==> config.mk <==
export PLATFORM = sky130hd
export DESIGN_NAME = lut_word_pe
export DESIGN_NICKNAME = d
export VERILOG_FILES = /design/src/rtl/lut_pe_pkg.sv /design/src/rtl/lut_pe_cfg_store.sv /design/src/rtl/lut_pe_route.sv /design/src/rtl/lut_pe_slice.sv /design/src/rtl/lut_pe_chain.sv /design/src/rtl/lut_word_pe.sv
export SDC_FILE = /design/constraint.sdc
export NUM_CORES = 1
export LEC_CHECK = 0
export BUFFER_PORTS_ARGS = -buffer_cell sky130_fd_sc_hd__buf_2
export CORE_ASPECT_RATIO = 1.5
export CORE_MARGIN = 4
export CORE_UTILIZATION = 45
export CTS_CLUSTER_DIAMETER = 40
export DETAILED_ROUTE_END_ITERATION = 10
export PLACE_DENSITY = 0.64
export SYNTH_ARGS = -nofsm -noshare
export SYNTH_HDL_FRONTEND = slang
export SYNTH_SLANG_ARGS = --single-unit
==> constraint.sdc <==
create_clock -name clk -period 5.4 [get_ports clk]
set_clock_uncertainty 0.05 [all_clocks]
set_input_delay 1.08 -clock clk [delete_from_list [all_inputs] [get_ports clk]]
set_output_delay 1.08 -clock clk [all_outputs]
set_load 0.005 [all_outputs]
==> src/rtl/lut_pe_pkg.sv <==
package lut_pe_pkg;

  localparam int TAB_N = 8;

  typedef enum logic [1:0] {
    CSEL_ZERO = 2'b00,
    CSEL_ONE  = 2'b01,
    CSEL_EXT  = 2'b10,
    CSEL_RSVD = 2'b11
  } csel_e;

  typedef struct packed {
    logic              b_from_a;
    logic              a_from_res;
    csel_e             csel;
    logic [TAB_N-1:0]  ripple_tab;
    logic [TAB_N-1:0]  sum_tab;
  } pe_cfg_t;

  localparam int CFG_W = $bits(pe_cfg_t);

  function automatic logic tab3(input logic [TAB_N-1:0] tab,
                                input logic a, input logic b, input logic c);
    return tab[{c, b, a}];
  endfunction

  function automatic logic pick_c0(input csel_e sel, input logic ext);
    case (sel)
      CSEL_ONE: return 1'b1;
      CSEL_EXT: return ext;
      default:  return 1'b0;
    endcase
  endfunction

endpackage

==> src/rtl/lut_pe_cfg_store.sv <==
module lut_pe_cfg_store
  import lut_pe_pkg::*;
(
  input  logic             clk,
  input  logic             rst,
  input  logic             we,
  input  logic [CFG_W-1:0] din,
  output pe_cfg_t          cfg_q
);

  always_ff @(posedge clk) begin
    if (rst) begin
      cfg_q <= '0;
    end else if (we) begin
      cfg_q <= pe_cfg_t'(din);
    end
  end

endmodule

==> src/rtl/lut_pe_route.sv <==
module lut_pe_route #(
  parameter int W = 8
) (
  input  logic [W-1:0] op_a,
  input  logic [W-1:0] op_b,
  input  logic [W-1:0] res_fb,
  input  logic         a_from_res,
  input  logic         b_from_a,
  output logic [W-1:0] a_eff,
  output logic [W-1:0] b_eff
);

  always_comb begin
    a_eff = a_from_res ? res_fb : op_a;
    b_eff = b_from_a   ? op_a   : op_b;
  end

endmodule

==> src/rtl/lut_pe_slice.sv <==
module lut_pe_slice
  import lut_pe_pkg::*;
(
  input  logic [TAB_N-1:0] sum_tab,
  input  logic [TAB_N-1:0] ripple_tab,
  input  logic             a,
  input  logic             b,
  input  logic             c,
  output logic             s,
  output logic             co
);

  always_comb begin
    s  = tab3(sum_tab, a, b, c);
    co = tab3(ripple_tab, a, b, c);
  end

endmodule

==> src/rtl/lut_pe_chain.sv <==
module lut_pe_chain
  import lut_pe_pkg::*;
#(
  parameter int W = 8
) (
  input  logic [TAB_N-1:0] sum_tab,
  input  logic [TAB_N-1:0] ripple_tab,
  input  logic [W-1:0]     a_vec,
  input  logic [W-1:0]     b_vec,
  input  logic             c0,
  output logic [W-1:0]     s_vec,
  output logic             c_top
);

  logic [W:0] c_link;

  assign c_link[0] = c0;

  for (genvar i = 0; i < W; i++) begin : g_slice
    lut_pe_slice u_slice (
      .sum_tab    (sum_tab),
      .ripple_tab (ripple_tab),
      .a          (a_vec[i]),
      .b          (b_vec[i]),
      .c          (c_link[i]),
      .s          (s_vec[i]),
      .co         (c_link[i+1])
    );
  end

  assign c_top = c_link[W];

endmodule

==> src/rtl/lut_word_pe.sv <==
module lut_word_pe
  import lut_pe_pkg::*;
#(
  parameter int WIDTH = 8
) (
  input  logic             clk,
  input  logic             rst,
  input  logic             cfg_we,
  input  logic [CFG_W-1:0] cfg_data,
  input  logic [WIDTH-1:0] op_a,
  input  logic [WIDTH-1:0] op_b,
  input  logic             cin,
  output logic [WIDTH-1:0] result,
  output logic             cout
);

  pe_cfg_t          cfg_q;
  logic [WIDTH-1:0] a_eff;
  logic [WIDTH-1:0] b_eff;
  logic             slice0_c;
  logic [WIDTH-1:0] comb_res;
  logic             comb_cout;
  logic [WIDTH-1:0] res_q;
  logic             cout_q;

  lut_pe_cfg_store u_cfg (
    .clk   (clk),
    .rst   (rst),
    .we    (cfg_we),
    .din   (cfg_data),
    .cfg_q (cfg_q)
  );

  lut_pe_route #(.W(WIDTH)) u_route (
    .op_a       (op_a),
    .op_b       (op_b),
    .res_fb     (res_q),
    .a_from_res (cfg_q.a_from_res),
    .b_from_a   (cfg_q.b_from_a),
    .a_eff      (a_eff),
    .b_eff      (b_eff)
  );

  assign slice0_c = pick_c0(cfg_q.csel, cin);

  lut_pe_chain #(.W(WIDTH)) u_chain (
    .sum_tab    (cfg_q.sum_tab),
    .ripple_tab (cfg_q.ripple_tab),
    .a_vec      (a_eff),
    .b_vec      (b_eff),
    .c0         (slice0_c),
    .s_vec      (comb_res),
    .c_top      (comb_cout)
  );

  always_ff @(posedge clk) begin
    if (rst) begin
      res_q  <= '0;
      cout_q <= 1'b0;
    end else begin
      res_q  <= comb_res;
      cout_q <= comb_cout;
    end
  end

  assign result = res_q;
  assign cout   = cout_q;

endmodule

==> summary.txt, run 1 <==
Status
  • Outcome: finished clean

Clock network
  • H-tree depth: 2
  • Hold_buf cts: 0
  • CTS tree: done
  • Bufs on Longest Clock Path: 2
  • Root buf cell: clkbuf_8
  • Post-CTS setup buffer count: 0
  • Clock sinks: 29
  • CTS Buf Count: 5
  • Clock latency on the worst-skew pair: about 0.28 ns
  • Post-CTS sizing: 0
  • Worst-path clk slew: approximately 0.07 ns

Worst setup path
  • R2r setup slk: between 2 and 2.5 ns
  • Origin of the critical flop-to-flop path: u_cfg.cfg_q[18]$_SDFFE_PP0P_
  • Worst-path maximum fanout: 8
  • Arr. time, crit path: around 3.8 ns
  • Most common cell on crit path: a21bo_1
  • Critical path's slowest cell: mux4_1
  • Crit Path Category: in2reg
  • CP Capture Type: flop
  • Reg2Reg Capture Point: result[7]$_SDFF_PP0_
  • Worst Setup Start Kind: primary input
  • FF-to-FF path depth: 10
  • Worst path max stage delay: approximately 0.64 ns
  • Worst Path Required: 5.58 ns
  • CP cell instances: buf_2, mux2i_2, mux4_1, mux2i_4, o21ai_2, a21bo_1, a21bo_1, a21bo_1, a2111o_1, nand4_1

Yosys
  • Post-synthesis cell area: ~2200 um2
  • Synth warnings: 0
  • Seq cells post-synth: 29
  • Mapped Nets: ~240
  • Post-synthesis sequential area ratio: 0.259
  • Cells after Synth: just under 200
  • Syn avg cell area: 11.5 um2
  • Synth cell types: 35

Floorplanning
  • Die width: 65.6 um
  • Core area: just under 5000 um2
  • Die Area: approximately 6200 um2
  • Starting Density: 0.465
  • # IOs: just under 50
  • Die height: between 90 and 100 um
  • Rows: 31

Min path
  • Hold Path Cell Cnt: 2
  • Hold_sp: u_cfg.cfg_q[16]$_SDFFE_PP0P_
  • Hold EP: u_cfg.cfg_q[16]$_SDFFE_PP0P_
  • Hold Path Class: reg2reg

Route
  • Vias/cell: ~5.7
  • Final WL: approximately 5300 um
  • DRC viols: 0
  • DR iter-0 viols: 65
  • Post-DRT Antenna Nets: 0
  • Total number of vias: 1775
  • DR WL/cell: ~17 um
  • Pre-antenna DRT Iters: 4

Finish
  • Final Cell Area: 2620 um2
  • Syn-to-layout area delta: 17.2%
  • FILL cells: about 470
  • Net count, final: approximately 280
  • Multi-input combinational cell area: 1600 um2
  • Fraction of layout cells with a size suffix above 1: 0.403
  • Register area: 581 um2
  • Layout Cells excl Fill: between 300 and 400
  • # diodes: 0

Power and ir drop
  • Combinational Power Share: 0.267
  • Worst VDD drop: approximately 0.00018 V
  • Sw Pwr: 181 uW
  • Power density over cell area: 230 nW/um2
  • Flop pwr share: 0.416
  • Static Leakage: between 0.001 and 0.0015 uW
  • Cell Int Power: 424 uW
  • Clock power share: 0.317
  • Power Total: around 600 uW
  • Switching share of power: 0.299

STA
  • Fmax: 0.278 GHz
  • Fin crit share: 0.667
  • Fin crit period: 3.60 ns
  • RSZ-0062 raised after global routing: no
  • Slew Viols, Final: 0
  • Slew @ Worst Pin: 0.622 ns
  • Hold violation total from the final report: 0
  • Final number of setup-violating endpoints: 0
  • Slew HR: 0.574
  • Setup TNS: 0 ns

Placed design
  • Post-DP HPWL: 3870 um
  • Port Buf Inserts: 48
  • DP Cell Count: ~300
  • Placed Area: between 2000 and 3000 um2
  • Placer Congestion: a little under 0.9

GRT
  • First-pass GRT wire length: slightly below 9000 um
  • GRT overflow: 0
  • Initial antenna violation count: 0
  • GRT Total Usage: 0.189
  • Vias in the first global route: ~1900
  • Largest net degree at the start of global routing: 35

Run
  • Max-cap viol count: 0
-- how the worst max path moves through the flow --
stage / startpoint / endpoint / slack, ns / depth (start not counted)
after floorplan: op_a[0] / result[7]$_SDFF_PP0_ / 1.79 / 10
after global placement: op_a[0] / result[7]$_SDFF_PP0_ / 1.56 / 10
after detailed placement: op_a[0] / result[7]$_SDFF_PP0_ / 1.50 / 10
after CTS: op_a[0] / result[7]$_SDFF_PP0_ / 1.79 / 10
after global routing: op_a[0] / result[7]$_SDFF_PP0_ / 1.68 / 10
final: op_a[0] / result[7]$_SDFF_PP0_ / 1.80 / 10
-- power groups by stage --
stage	Sequential [uW]	Clock (uW)	Combinational (uW)
floorplan	247	0	127
global placement	256	0	161
detailed placement	256	0	163
CTS	251	197	164
global route	254	207	179
finish	251	192	161
-- placed cells by master, fill, tap and decap left out, types with 2 or more instances in the layout --
cell type	n
buf_2	48
mux2i_1	44
dfxtp_1	29
nor2_1	28
mux4_2	22
nand2_1	8
nand3_1	6
clkbuf_8	6
mux2i_2	4
a21oi_1	4
inv_1	3
mux4_1	3
a21bo_1	3
and2_2	3
mux2_2	3
o211ai_1	3
nand2b_1	2
nor2b_1	2
mux4_4	2
a211o_1	2
ha_1	2
buf_4	2
-- final cells by class --
type,count,share of cell area
repair buffers,50,0.0973
well taps,66,0.0315
flip-flops and latches,29,0.221
clock buffers,6,0.0315
clock inverters,2,0.00525
inverters,3,0.00429
multi-input cells,153,0.609
-- logic make-up after synthesis --
kind of cell / Yosys count / share of synthesized area
buf+inv: 12 / 0.0274
fa+ha+maj: 2 / 0.0112
simple gates: 53 / 0.106
compound gates: 19 / 0.0704
flops: 29 / 0.259
mux: 79 / 0.525
-- routing by layer --
layer / global-route usage / wire length, um / up-vias
li1: - / - / 849
met1: 0.231 / 2080 / 862
met2: 0.326 / 2880 / 58
met3: 0.0440 / 263 / 6
met4: 0.0623 / 66 / 0
met5: 0 / 0 / -
-- registers in the layout (all words and copies together), names as in the netlist --
name	count
cout	1
result	8
u_cfg.cfg_q	20
-- cells in the mapped netlist --
| cell | instances | area share |
|---|---|---|
| mux2i_1 | 44 | 0.20 |
| dfxtp_1 | 29 | 0.26 |
| nor2_1 | 28 | 0.047 |
| mux4_2 | 22 | 0.22 |
| nand2_1 | 8 | 0.013 |
| nand3_1 | 6 | 0.013 |
| clkbuf_1 | 5 | 0.0084 |
| a21oi_1 | 4 | 0.0089 |
| mux2i_2 | 4 | 0.025 |
| a21bo_1 | 3 | 0.013 |
| and2_2 | 3 | 0.010 |
| inv_1 | 3 | 0.0050 |
| mux2_2 | 3 | 0.015 |
| mux4_1 | 3 | 0.035 |
| o211ai_1 | 3 | 0.010 |
| a211o_1 | 2 | 0.0078 |
| buf_6 | 2 | 0.010 |
| ha_1 | 2 | 0.011 |
| mux4_4 | 2 | 0.022 |
| nand2b_1 | 2 | 0.0056 |
| nor2b_1 | 2 | 0.0056 |
| a2111o_1 | 1 | 0.0050 |
| a211o_2 | 1 | 0.0045 |
| a211oi_1 | 1 | 0.0034 |
| a21bo_2 | 1 | 0.0045 |
| a21o_2 | 1 | 0.0039 |
| a221o_2 | 1 | 0.0050 |
| and2_1 | 1 | 0.0028 |
| buf_1 | 1 | 0.0017 |
| buf_2 | 1 | 0.0022 |
| mux2i_4 | 1 | 0.010 |
| nand4_1 | 1 | 0.0028 |
| nor3_1 | 1 | 0.0022 |
| nor3b_1 | 1 | 0.0034 |
| o21ai_2 | 1 | 0.0039 |
-- per-stage QoR --
step	setup slack [ns]	hold slack [ns]	util
global route	1.68	0.556	0.545
CTS	1.79	0.499	0.545
global placement	1.56	0.464	0.525
finish	1.80	0.495	0.545
floorplan	1.79	0.438	-
detailed placement	1.50	0.485	0.525
-- critical path: cells and delay by family --
kind            cells  cell delay [ns]
mux                 3             1.21
simple gates        1             0.09
compound gates      5             1.27
buf+inv             1             0.11
Power figures use the tool's default switching activity.
==> inputs of run 2 (changes only) <==
--- a/config.mk
+++ b/config.mk
@@ -5,13 +5,14 @@
 export SDC_FILE = /design/constraint.sdc
 export NUM_CORES = 1
 export LEC_CHECK = 0
+export ABC_AREA = 1
 export BUFFER_PORTS_ARGS = -buffer_cell sky130_fd_sc_hd__buf_2
 export CORE_ASPECT_RATIO = 1.5
 export CORE_MARGIN = 4
 export CORE_UTILIZATION = 45
 export CTS_CLUSTER_DIAMETER = 40
 export DETAILED_ROUTE_END_ITERATION = 10
-export PLACE_DENSITY = 0.64
+export PLACE_DENSITY = 0.63
 export SYNTH_ARGS = -nofsm -noshare
 export SYNTH_HDL_FRONTEND = slang
 export SYNTH_SLANG_ARGS = --single-unit
==> constraint.sdc (replaced) <==
create_clock -name clk -period 3.5 [get_ports clk]
set_clock_uncertainty 0.05 [all_clocks]
set_input_delay 0.7 -clock clk [delete_from_list [all_inputs] [get_ports clk]]
set_output_delay 0.7 -clock clk [all_outputs]
set_load 0.005 [all_outputs]
==> run 2 against run 1 <==
Net effect:
- highest routed layer unchanged
- cell count rose by 68%
- routed wire length is 63% higher
- critical endpoint unchanged
- core utilization fell by 1.6 points
==> summary.txt, run 2 <==
Status
  • Outcome: finished clean (unchanged)

Route
  • DR iter-0 viols: 175 (was 65)
  • Vias/cell: 5.65 (was 5.74)
  • Pre-antenna DRT Iters: 4 (unchanged)
  • Final WL: 8640 um (was 5290 um)
  • DR WL/cell: 16.7 um (was 17.1 um)
  • Post-DRT Antenna Nets: 0 (unchanged)
  • DRC viols: 0 (unchanged)
  • Total number of vias: 2931 (was 1775)

STA
  • Slew @ Worst Pin: 0.957 ns (was 0.622 ns)
  • Fmax: 0.389 GHz
  • Final number of setup-violating endpoints: 0 (unchanged)
  • Slew HR: 0.362 (was 0.574)
  • Slew Viols, Final: 0 (unchanged)
  • RSZ-0062 raised after global routing: no (unchanged)
  • Fin crit period: 2.57 ns
  • Fin crit share: 0.735
  • Setup TNS: 0 ns (unchanged)
  • Fin worst setup slack: 0.927 ns (was 1.80 ns)
  • Hold violation total from the final report: 0 (unchanged)

Worst setup path
  • Most common cell on crit path: nand2_2 (was a21bo_1)
  • Worst Path Required: 3.63 ns (was 5.58 ns)
  • CP Capture Type: flop (unchanged)
  • Worst Setup Start Kind: flop (was primary input)
  • Worst-path maximum fanout: 4 (was 8)
  • Arr. time, crit path: 2.70 ns (was 3.78 ns)
  • Worst path max stage delay: 0.41 ns (was 0.64 ns)
  • R2r setup slk: 0.93 ns (was 2.07 ns)
  • FF-to-FF path depth: 18 (was 10)
  • Critical path's slowest cell: a21oi_1 (was mux4_1)
  • Crit Path Category: reg2reg (was in2reg)
  • CP cell instances: inv_1, ha_1, a21oi_1, inv_1, nand3_2, nand2_2, nand2_4, nand2_4, nand2_4, nand2_2, nand2_2, nand3_2, nand2_2, nand2_2, nand3_1, nand2_1, nor2_1, nor2_1 (was buf_2, mux2i_2, mux4_1, mux2i_4, o21ai_2, a21bo_1, a21bo_1, a21bo_1, a2111o_1, nand4_1)
  • Reg2Reg Capture Point: result[7]$_SDFF_PP0_ (unchanged)
  • Origin of the critical flop-to-flop path: u_cfg.cfg_q[16]$_SDFFE_PP0P_ (was u_cfg.cfg_q[18]$_SDFFE_PP0P_)

Yosys
  • Post-synthesis cell area: 2540 um2 (was 2240 um2)
  • Mapped Nets: 446 (was 236)
  • Count of flip-flops with a built-in enable after synthesis: 0 (unchanged)
  • Synth area leaders: dfxtp_1 (23%), nand2_1 (11%), a21oi_1 (10%) (was dfxtp_1 (26%), mux4_2 (22%), mux2i_1 (20%))
  • Synth async-reset ratio: 0 (unchanged)
  • Top-area cell type share of the netlist area: 0.229 (was 0.259)
  • Syn avg cell area: 6.28 um2 (was 11.5 um2)
  • Synth warnings: 0 (unchanged)
  • Most common cell in the netlist: nand2_1 (was mux2i_1)
  • Synth cell types: 42 (was 35)
  • Seq cells post-synth: 29 (unchanged)
  • Commonest register cell after synthesis: dfxtp_1 (unchanged)
  • Cells after Synth: 404 (was 194)
  • Cell accounting for the most synthesized area: dfxtp_1 (unchanged)
  • Post-synthesis sequential area ratio: 0.229 (was 0.259)
  • Top cells by count, synth: nand2_1 (76), inv_1 (53), a21oi_1 (51), o21ai_0 (46), dfxtp_1 (29) (was mux2i_1 (44), dfxtp_1 (29), nor2_1 (28), mux4_2 (22), nand2_1 (8))

GRT
  • GRT Total Usage: 0.255 (was 0.189)
  • First-pass GRT wire length: 13900 um (was 8930 um)
  • Largest net degree at the start of global routing: 40 (was 35)
  • Vias in the first global route: 2897 (was 1869)
  • GRT overflow: 0 (unchanged)
  • Initial antenna violation count: 0 (unchanged)

Floorplanning
  • # IOs: 49 (unchanged)
  • Starting Density: 0.465 (about the same)
  • Core area: 5450 um2 (was 4810 um2)
  • Die Area: 6930 um2 (was 6190 um2)
  • Die width: 69.3 um (was 65.6 um)
  • Rows: 33 (was 31)
  • Die height: 99.9 um (was 94.4 um)

Clock network
  • Bufs on Longest Clock Path: 2 (unchanged)
  • CTS tree: done (unchanged)
  • Clock sinks: 29 (unchanged)
  • Hold_buf cts: 0 (unchanged)
  • Clock latency on the worst-skew pair: 0.29 ns (was 0.28 ns)
  • CTS Buf Count: 5 (unchanged)
  • Post-CTS setup buffer count: 0 (unchanged)
  • H-tree depth: 2 (unchanged)
  • Worst-path clk slew: 0.07 ns (about the same)
  • Post-CTS sizing: 0 (unchanged)
  • Root buf cell: clkbuf_8 (unchanged)

Finish
  • Commonest cells after routing, fill and taps aside: nand2_1 (76), inv_1 (53), a21oi_1 (51), buf_2 (48), o21ai_0 (46) (was buf_2 (48), mux2i_1 (44), dfxtp_1 (29), nor2_1 (28), mux4_2 (22))
  • Most common cell after layout, fill and taps aside: nand2_1 (was buf_2)
  • Fraction of layout cells with a size suffix above 1: 0.218 (was 0.403)
  • Max FFs per register: 20 (unchanged)
  • FILL cells: 608 (was 471)
  • Top reg by flops: u_cfg.cfg_q (unchanged)
  • Multi-input combinational cell area: 1640 um2 (was 1600 um2)
  • Net count, final: 490 (was 284)
  • Syn-to-layout area delta: 13.7% (was 17.2%)
  • Register area: 581 um2 (unchanged)
  • Core Util, Final: 0.529 (was 0.545)
  • # diodes: 0 (unchanged)

Min path
  • Hold_sp: u_cfg.cfg_q[17]$_SDFFE_PP0P_ (was u_cfg.cfg_q[16]$_SDFFE_PP0P_)
  • Hold EP: u_cfg.cfg_q[17]$_SDFFE_PP0P_ (was u_cfg.cfg_q[16]$_SDFFE_PP0P_)
  • Hold Path Cell Cnt: 2 (unchanged)
  • Hold Path Class: reg2reg (unchanged)

Power and ir drop
  • Static Leakage: 0.00135 uW (was 0.00113 uW)
  • Worst VDD drop: 0.000278 V (was 0.000177 V)
  • Power density over cell area: 424 nW/um2 (was 230 nW/um2)

Placed design
  • Post-place setup slack: 0.807 ns (was 1.50 ns)
  • Port Buf Inserts: 48 (unchanged)
  • Placer Congestion: 0.917 (was 0.883)
  • Post-DP HPWL: 6700 um (was 3870 um)

Run
  • Max-cap viol count: 0 (unchanged)
-- run 2: cell count changes after synthesis, moves of 7 or more --
cell      before  now
inv_1          3   53
a32oi_1        0    8
mux4_2        22    0
o21ai_0        0   46
mux2i_1       44    0
nand3_1        6   28
nand2_2        0   10
a21oi_1        4   51
nor2_1        28   21
nand2_1        8   76
o211ai_1       3   12
-- run 2: report_power, final --
part	switching [uW]	total (uW)	leakage [uW]	internal, uW
logic	327	517	0.00107	190
clock network	146	283	0.0000439	137
registers	52.6	424	0.000241	371
-- run 2: how the worst max path moves through the flow --
| stage | end | from | slack, ns | cells after the start |
|---|---|---|---|---|
| detailed placement | result[7]$_SDFF_PP0_ | cin | 0.81 | 18 |
| floorplan | cout$_SDFF_PP0_ | cin | 1.28 | 17 |
| global placement | cout$_SDFF_PP0_ | cin | 0.83 | 18 |
| CTS | result[7]$_SDFF_PP0_ | u_cfg.cfg_q[16]$_SDFFE_PP0P_ | 0.92 | 18 |
| global route | result[7]$_SDFF_PP0_ | u_cfg.cfg_q[16]$_SDFFE_PP0P_ | 0.64 | 17 |
| finish | result[7]$_SDFF_PP0_ | u_cfg.cfg_q[16]$_SDFFE_PP0P_ | 0.93 | 18 |
-- run 2: kinds of logic (layout without fill, tap and decap cells) --
logic type / Yosys count / in the layout / synth area share
adders and majority gates: 2 / 2 / 0.00987
muxes: 1 / 1 / 0.00444
AOI/OAI and AO/OA: 142 / 142 / 0.332
and+or+nand+nor: 157 / 157 / 0.301
DFF: 29 / 29 / 0.229
buffers and inverters: 73 / 118 / 0.124
-- run 2: area by class of cell --
type                       count  area share
multi-input combinational    302       0.569
sequential                    29       0.201
timing repair buffer          49      0.0859
inverter                      61      0.0829
tap                           70      0.0304
clock buffer                   5      0.0239
clock inverter                 3     0.00608
-- run 2: routing by layer --
metal / track usage / share of wire / wire (um)
met4: 0.162 / 0.041 / 357
met5: 0 / 0 / 0
met3: 0.0431 / 0.062 / 533
met2: 0.469 / 0.52 / 4480
met1: 0.264 / 0.38 / 3270
-- run 2: critical path: cells and delay by family, from the launching register on --
| kind | cells | cell delay, ns |
|---|---|---|
| AND/OR/NAND/NOR | 14 | 1.21 |
| buffers and inverters | 2 | 0.17 |
| adder cells (fa/ha/maj) | 1 | 0.28 |
| AO/OA/AOI/OAI | 1 | 0.41 |
| flip-flops | 1 | 0.34 |
-- run 2: per-stage QoR --
stage               hold WS, ns  area, um2  power, uW  std cells
detailed placement        0.433       2800        943        511
floorplan                 0.405       2540        796        404
finish                    0.440       2880       1220        519
CTS                       0.444       2880       1230        519
global route              0.463       2880       1310        519
global placement          0.419       2800        937        511
==> inputs of run 3 (changes only) <==
--- a/config.mk
+++ b/config.mk
@@ -5,14 +5,14 @@
 export SDC_FILE = /design/constraint.sdc
 export NUM_CORES = 1
 export LEC_CHECK = 0
-export ABC_AREA = 1
+export ABC_AREA = 0
 export BUFFER_PORTS_ARGS = -buffer_cell sky130_fd_sc_hd__buf_2
 export CORE_ASPECT_RATIO = 1.5
 export CORE_MARGIN = 4
 export CORE_UTILIZATION = 45
 export CTS_CLUSTER_DIAMETER = 40
 export DETAILED_ROUTE_END_ITERATION = 10
-export PLACE_DENSITY = 0.63
+export PLACE_DENSITY = 0.67
 export SYNTH_ARGS = -nofsm -noshare
 export SYNTH_HDL_FRONTEND = slang
 export SYNTH_SLANG_ARGS = --single-unit
==> constraint.sdc (replaced) <==
create_clock -name clk -period 2.2 [get_ports clk]
set_clock_uncertainty 0.05 [all_clocks]
set_input_delay 0.44 -clock clk [delete_from_list [all_inputs] [get_ports clk]]
set_output_delay 0.44 -clock clk [all_outputs]
set_load 0.005 [all_outputs]
==> run 3 against run 2 <==
Net effect:
- the flow now finishes with violations (setup timing)
- combinational power increased by 5.6%
- cell count shrank 30%
- fmax decreased by 9.5%
- power up 44%
- count of clock-buffer cells in the layout increased by 2
- flip-flop and latch count unchanged
- critical path depth decreased by 9
- sequential power grew 46%
- clock power grew 110%
- cell area up 8.8%
==> summary.txt, run 3 (synthesized netlist as in run 1, its figures left out) <==
Worst setup path
  • Worst Path Required: 2.39 ns (was 3.63 ns)
  • Arr. time, crit path: 3.03 ns (was 2.70 ns)
  • Most common cell on crit path: a21bo_1 (was nand2_2)
  • Crit-path leading delay family: compound AO/OA/AOI/OAI gates (was simple AND/OR/NAND/NOR gates)
  • Crit Path Category: reg2reg (unchanged)
  • Worst path max stage delay: 0.54 ns (was 0.41 ns)
  • Worst-path maximum fanout: 7 (was 4)
  • Critical path's slowest cell: mux4_2 (was a21oi_1)
  • CP Capture Type: flop (unchanged)
  • CP cell instances: mux2i_4, mux4_2, nand2b_4, a21o_4, a21bo_1, a21bo_1, a21bo_4, a2111o_1, nand4_1 (was inv_1, ha_1, a21oi_1, inv_1, nand3_2, nand2_2, nand2_4, nand2_4, nand2_4, nand2_2, nand2_2, nand3_2, nand2_2, nand2_2, nand3_1, nand2_1, nor2_1, nor2_1)
  • Worst Path Buf+Inv: 0 (was 2)
  • Worst Setup Start Kind: flop (unchanged)

Finish
  • Layout Cells excl Fill: 364 (was 519)
  • Fraction of layout cells with a size suffix above 1: 0.544 (was 0.218)
  • Register area: 584 um2 (was 581 um2)
  • Max FFs per register: 20 (unchanged)
  • Multi-input combinational cell area: 1670 um2 (was 1640 um2)
  • # diodes: 0 (unchanged)
  • Commonest cells after routing, fill and taps aside: buf_4 (56), buf_2 (48), mux2i_1 (43), dfxtp_1 (28), nor2_1 (27) (was nand2_1 (76), inv_1 (53), a21oi_1 (51), buf_2 (48), o21ai_0 (46))
  • Most common cell after layout, fill and taps aside: buf_4 (was nand2_1)
  • Top reg by flops: u_cfg.cfg_q (unchanged)
  • FILL cells: 406 (was 608)
  • Net count, final: 339 (was 490)
  • Syn-to-layout area delta: 40.1% (was 13.7%)

Route
  • Total number of vias: 2085 (was 2931)
  • Pre-antenna DRT Iters: 4 (unchanged)
  • DR WL/cell: 17.7 um (was 16.7 um)
  • Final WL: 6440 um (was 8640 um)
  • DRC viols: 0 (unchanged)
  • Post-DRT Antenna Nets: 0 (unchanged)
  • DR iter-0 viols: 79 (was 175)
  • Vias/cell: 5.73 (was 5.65)

Floorplanning
  • Rows: 31 (was 33)
  • Die width: 65.6 um (was 69.3 um)
  • Die height: 94.4 um (was 99.9 um)
  • Starting Density: 0.465 (about the same)
  • Die Area: 6190 um2 (was 6930 um2)
  • # IOs: 49 (unchanged)
  • Core area: 4810 um2 (was 5450 um2)

Power and ir drop
  • Worst VDD drop: 0.000356 V (was 0.000278 V)
  • Power density over cell area: 561 nW/um2 (was 424 nW/um2)
  • Static Leakage: 0.00141 uW (was 0.00135 uW)

Clock network
  • H-tree depth: 2 (unchanged)
  • CTS Buf Count: 5 (unchanged)
  • CTS tree: done (unchanged)
  • Hold_buf cts: 0 (unchanged)
  • Worst-path clk slew: 0.07 ns (about the same)
  • Root buf cell: clkbuf_8 (unchanged)
  • Bufs on Longest Clock Path: 2 (unchanged)
  • Clock sinks: 29 (unchanged)
  • Clock latency on the worst-skew pair: 0.29 ns (about the same)

STA
  • Fin worst setup slack: -0.643 ns (was 0.927 ns)
  • Fmax: 0.352 GHz (was 0.389 GHz)
  • Fin crit share: 1.29 (was 0.735)
  • Fin crit period: 2.84 ns (was 2.57 ns)
  • Slew HR: 0.614 (was 0.362)
  • Final number of setup-violating endpoints: 8 (was 0)
  • Slew @ Worst Pin: 0.580 ns (was 0.957 ns)
  • Setup TNS: -3.45 ns (was 0 ns)
  • RSZ-0062 raised after global routing: yes (was no)
  • Hold violation total from the final report: 0 (unchanged)
  • Slew Viols, Final: 0 (unchanged)

GRT
  • GRT overflow: 0 (unchanged)
  • Vias in the first global route: 2114 (was 2897)
  • Largest net degree at the start of global routing: 22 (was 40)
  • GRT Total Usage: 0.225 (was 0.255)
  • Initial antenna violation count: 0 (unchanged)
  • First-pass GRT wire length: 10400 um (was 13900 um)

Status
  • Outcome: finished with violations (was finished clean)
  • Failing checks: setup timing

Run
  • Max-cap viol count: 0 (unchanged)

Min path
  • Hold Path Class: in2reg (was reg2reg)

Placed design
  • Port Buf Inserts: 48 (unchanged)
  • Placer Congestion: 0.867 (was 0.917)
  • Post-DP HPWL: 4810 um (was 6700 um)
  • Post-place setup slack: -0.712 ns (was 0.807 ns)
  • DP Cell Count: 350 (was 511)
[run 3: tightest hold or removal path: cells and delay by family]
family                 cells  cell delay (ns)
buffers and inverters      1             0.07
AND/OR/NAND/NOR            1             0.07
multiplexers               1             0.05
[run 3: final cells by class]
type | count | share of cell area
multi-input cells | 153 | 0.533
repair buffers | 105 | 0.214
flip-flops and latches | 29 | 0.186
clock buffers | 7 | 0.0275
well taps | 66 | 0.0263
clock inverters | 1 | 0.00957
inverters | 3 | 0.00359
[run 3: power by group]
group          internal [uW]  switching [uW]
clock network            369             223
registers                561            59.4
logic                    327             219
[run 3: what timing repair did]
item / CTS / global route
setup endpoints to repair: 8 / 8
gates resized for setup: 12 / 2
pin swaps: 5 / 0
hold endpoints to repair: 0 / 0
buffers inserted: 3 / 3
[run 3: per-layer routing]
metal / global-route usage / up-vias / share of wire
li1: - / 963 / -
met1: 0.260 / 1022 / 0.36
met2: 0.392 / 75 / 0.54
met3: 0.0405 / 25 / 0.053
met4: 0.118 / 0 / 0.043
met5: 0 / - / 0
[run 3: stage by stage]
stage	instance area (um2)	utilization	hold slack, ns	total power (uW)
after CTS	3100	0.645	0.334	1750
after global placement	2910	0.606	0.463	1120
after global routing	3140	0.652	0.351	1830
after detailed placement	2910	0.606	0.476	1140
after floorplan	2260	-	0.438	926
final	3140	0.652	0.334	1760
[run 3: path summary, 6_finish.rpt]
check	startpoint	endpoint	slack, ns	cells past startpoint
min reg2reg	u_cfg.cfg_q[16]$_SDFFE_PP0P_	u_cfg.cfg_q[16]$_SDFFE_PP0P_	0.49	2
max	u_cfg.cfg_q[18]$_SDFFE_PP0P_	result[7]$_SDFF_PP0_	-0.64	9
min	cfg_data[12]	u_cfg.cfg_q[12]$_SDFFE_PP0P_	0.33	3
max reg2reg	u_cfg.cfg_q[18]$_SDFFE_PP0P_	result[7]$_SDFF_PP0_	-0.64	9
